File: config.mk
export PLATFORM = sky130hd
export DESIGN_NAME = fic_hdr_parse
export DESIGN_NICKNAME = d
export VERILOG_FILES = /design/src/rtl/fic_pkg.sv /design/src/rtl/fic_hdr_parse.sv
export SDC_FILE = /design/constraint.sdc
export NUM_CORES = 1
export LEC_CHECK = 0
export BUFFER_PORTS_ARGS = -buffer_cell sky130_fd_sc_hd__clkbuf_2
export CORE_ASPECT_RATIO = 0.7
export CORE_MARGIN = 5
export CORE_UTILIZATION = 45
export DETAILED_ROUTE_END_ITERATION = 16
export GPL_ROUTABILITY_DRIVEN = 0
export PLACE_DENSITY = 0.79
export SETUP_SLACK_MARGIN = 0.2
export SLEW_MARGIN = 20
export SYNTH_ARGS = -nofsm -noshare
export SYNTH_HDL_FRONTEND = slang
export SYNTH_SLANG_ARGS = --single-unit
File: constraint.sdc
create_clock -name clk -period 2.4 [get_ports clk]
set_input_delay 0.36 -clock clk [delete_from_list [all_inputs] [get_ports clk]]
set_output_delay 0.36 -clock clk [all_outputs]
set_load 0.01 [all_outputs]
File: src/rtl/fic_pkg.sv
package fic_pkg;
  // header layout, counted from 1
  localparam int HDR_SIZE_VAL = 9;
  localparam int POS_SIZE     = 2;
  localparam int POS_EVT      = 6;
  localparam int POS_BC       = 7;
  localparam int IDX_W        = 3;

  // error class slots
  localparam int NUM_ERR = 3;
  typedef enum logic [1:0] {
    ERR_EVT = 2'd0,
    ERR_BC  = 2'd1,
    ERR_FMT = 2'd2
  } err_cls_e;
endpackage

File: src/rtl/fic_hdr_parse.sv
module fic_hdr_parse
  import fic_pkg::*;
#(
  parameter int DATA_W = 32,
  parameter int BC_W = 12,
  parameter logic [DATA_W-1:0] HDR_MARK = 32'hA5C3_0F1E
) (
  input  logic              clk,
  input  logic              rst,
  input  logic [DATA_W-1:0] word_i,
  input  logic              sof_i,
  input  logic              valid_i,
  input  logic [DATA_W-1:0] loc_evt_i,
  input  logic [BC_W-1:0]   loc_bc_i,
  output logic              done_o,
  output logic              fmt_err_o,
  output logic [DATA_W-1:0] evt_o,
  output logic [BC_W-1:0]   bc_o,
  output logic [DATA_W-1:0] lref_evt_o,
  output logic [BC_W-1:0]   lref_bc_o
);
  localparam logic [IDX_W-1:0] IDX_LAST = IDX_W'(POS_BC);

  // number of header words accepted so far (saturates at IDX_LAST)
  logic [IDX_W-1:0]  idx_q;
  logic              bad_q;
  logic [DATA_W-1:0] evt_q;
  logic [DATA_W-1:0] lref_evt_q;
  logic [BC_W-1:0]   lref_bc_q;

  logic start, in_hdr, cont, last_word, size_bad;

  always_comb begin
    start     = valid_i && sof_i;
    in_hdr    = (idx_q != '0) && (idx_q < IDX_LAST);
    cont      = valid_i && !sof_i && in_hdr;
    last_word = cont && (idx_q == IDX_W'(POS_BC - 1));
    size_bad  = cont && (idx_q == IDX_W'(POS_SIZE - 1)) &&
                (word_i != DATA_W'(HDR_SIZE_VAL));
  end

  always_ff @(posedge clk) begin
    if (rst) begin
      idx_q      <= '0;
      bad_q      <= 1'b0;
      evt_q      <= '0;
      lref_evt_q <= '0;
      lref_bc_q  <= '0;
    end else if (start) begin
      idx_q      <= IDX_W'(1);
      bad_q      <= (word_i != HDR_MARK);
      lref_evt_q <= loc_evt_i;
      lref_bc_q  <= loc_bc_i;
    end else if (cont) begin
      idx_q <= idx_q + IDX_W'(1);
      if (size_bad) bad_q <= 1'b1;
      if (idx_q == IDX_W'(POS_EVT - 1)) evt_q <= word_i;
    end
  end

  always_comb begin
    done_o     = last_word && !bad_q;
    fmt_err_o  = (start && in_hdr) || (last_word && bad_q);
    evt_o      = evt_q;
    bc_o       = word_i[BC_W-1:0];
    lref_evt_o = lref_evt_q;
    lref_bc_o  = lref_bc_q;
  end
endmodule

==> results.toml <==
[drt]
first_iter_violations = 111
vias = 2969
antenna_left = 0
vias_per_cell = 4.875
drc_errors = 0
wl_um = 8487
wire_per_inst_um = 13.94
first_pass_iters = 4

[final_layout]
drive_gt1_frac = 0.3786
n_antenna_cell = 0
instances_no_fill = 609
syn2layout_area_growth_pct = 31.69
final_nets = 595
multiInputGateArea_um2 = 1345
fillerInstances = 627
seq_area_um2 = 1604

[logic_synthesis]
post-synth-top-area-cell = "dfxtp_1"
syn-num-nets = 445
syn_area_per_cell_um2 = 8.849
async_flop_share = 0
ys_seq_elements = 80
ys_seq_area_frac = 0.5014
synth_ff_type = "dfxtp_1"
synth_area_um2 = 3194
synthTopCellsByCount = "nand2_1 (89), dfxtp_1 (80), a21oi_1 (47)"
yosysMostFrequentCell = "nand2_1"
yosys.area.top_type_share = 0.5014
ys_warn_count = 0
synthTopCellsByArea = "dfxtp_1 (50%), nand2_1 (10%), mux2i_1 (10%)"
synth_edf_count = 0
synthCells = 361
yosysUniqueCellTypes = 34

[setup_path]
critPathRequiredTime_ns = 2.04
reg2reg_depth = 6
crit_type = "reg2out"
start_kind = "flop"
cp_max_fo = 5
arrival_ns = 1.64
endpoint_kind = "output port"

[cts]
clock_sinks = 80
cts_tree = "built"
clk_latency_ns = 0.33
hold_buffers = 0
ctsRootBufferMaster = "clkbuf_8"
clk_pin_slew_ns = 0.08
cts_buffers = 9
cts.htree.levels = 3
cts_buffer_depth = 2

[timing]
relSlewSlack = 0.4926
fin_crit_sh = 0.8333
fin_skew_ns = 0.005545
fmax_ghz = 0.5000
worst_slack_ns = 0.4002
tns_ns = 0
final_hold_viol_count = 0
slew_violations = 0
worstMarginPinSlew_ns = 0.7596
setup_viol = 0
rsz0062_at_grt = "no"
period_needed_ns = 2.000

[power_and_ir_drop]
ir_drop_mv = 0.3972
p_leak_nw = 2.164
powerDensity_nw_per_um2 = 649.5

[worst_hold_path]
holdCritPathClass = "in2reg"
min_delay_path_depth = 3

[grt]
grt_antenna_before_repair = 0
gr-usage-met1 = 0.2182
grt_pass1_vias = 3032
grt_usage = 0.1909
grt_util_met2 = 0.3287
top_usage_layer = "met2"
grtUsageMet3 = 0.07078
grt_max_degree = 81
grt_pass1_wl_um = 13960
gr-total-overflow = 0

[floorplan]
io_pins = 170
fp-row-count = 25
dieArea_um2 = 8910
die_h_um = 80.49
die_w_um = 110.7
core_area_um2 = 6819
initial_core_util = 0.4684

[place]
placedCellCount = 592
place_ws_ns = 0.4001
io_buffers = 169
dpl.hpwl_um = 6502

[flow_run]
max_cap_violations = 0

[status]
status = "completed"
-- stage by stage --
step	instance area, µm²	utilization	hold slack, ns	total power, mW
detailed placement	3964	0.5813	0.4456	1.690
CTS	4185	0.6138	0.2192	2.771
global route	4207	0.6169	0.2214	2.871
global placement	3964	0.5813	0.4411	1.681
floorplan	3194	-	0.4805	1.554
finish	4207	0.6169	0.2425	2.732
-- repair_timing --
action / CTS / global route
resized for setup: 1 / 2
endpoints found under the hold margin: 0 / 0
pin swaps: 0 / 1
setup endpoints to repair: 1 / 2
setup buffers: 0 / 2
-- metal layers --
metal | vias up | routed length, µm
met2 | 106 | 4102
met3 | 15 | 632
li1 | 1491 | -
met4 | 0 | 155
met5 | - | 0
met1 | 1357 | 3597
-- critical path, stage by stage (launching register included) --
cell and delay, ns:
dfxtp_2 0.40, inv_1 0.10, ha_1 0.22, nand2b_1 0.09, nand4_1 0.17, nor3_2 0.18
clkbuf_2 0.15
-- worst paths after layout --
path | endpoint | slack [ns] | startpoint
worst max-delay path | done_o | 0.40 | idx_q[0]$_SDFFE_PP0P_
worst min register to register | lref_evt_o[16]$_SDFFE_PP0P_ | 0.45 | lref_evt_o[16]$_SDFFE_PP0P_
worst max register to register | evt_o[21]$_SDFFE_PP0P_ | 0.45 | idx_q[1]$_SDFFE_PP0P_
worst min-delay path | lref_evt_o[18]$_SDFFE_PP0P_ | 0.24 | loc_evt_i[18]
-- sequential cells by signal, summed over array words and instances, names as in the netlist --
signal	count
lref_evt_o	32
bad_q	1
idx_q	3
lref_bc_o	12
evt_o	32
-- layout by cell type, fill, tap and decap left out, types with 2 or more instances in the layout --
cell	count
clkbuf_2	169
nand2_1	89
dfxtp_1	78
a21oi_1	47
nor2_1	34
mux2i_1	33
clkbuf_8	11
nand4_1	5
nor4_1	5
nand3_1	4
ha_1	4
inv_1	3
nor3_1	3
buf_4	3
nor4b_1	2
bufinv_16	2
dfxtp_2	2
buf_12	2
-- power by group --
group	internal (mW)	total, mW	switching, mW
Sequential	1.36	1.39	0.0217
Clock	0.636	1.07	0.437
Combinational	0.118	0.274	0.156
Total	2.12	2.73	0.614
-- cell families (layout without fill, tap and decap cells) --
group,count (synthesis),count (layout),synth area share
compound gates,52,52,0.08540
xor+xnor,2,2,0.005485
fa+ha+maj,4,4,0.01567
buf+inv,38,192,0.07912
flops,80,80,0.5014
mux,33,33,0.1034
simple gates,152,152,0.2096
-- area by class of cell --
type                    instances  area share
repair buffers                174      0.2159
well taps                      94     0.02796
clock buffers                  12     0.03688
inverters                       3    0.002677
multi-input cells             243      0.3198
clock inverters                 3     0.01547
flip-flops and latches         80      0.3813
No activity file was read; power rests on OpenSTA's default activity.
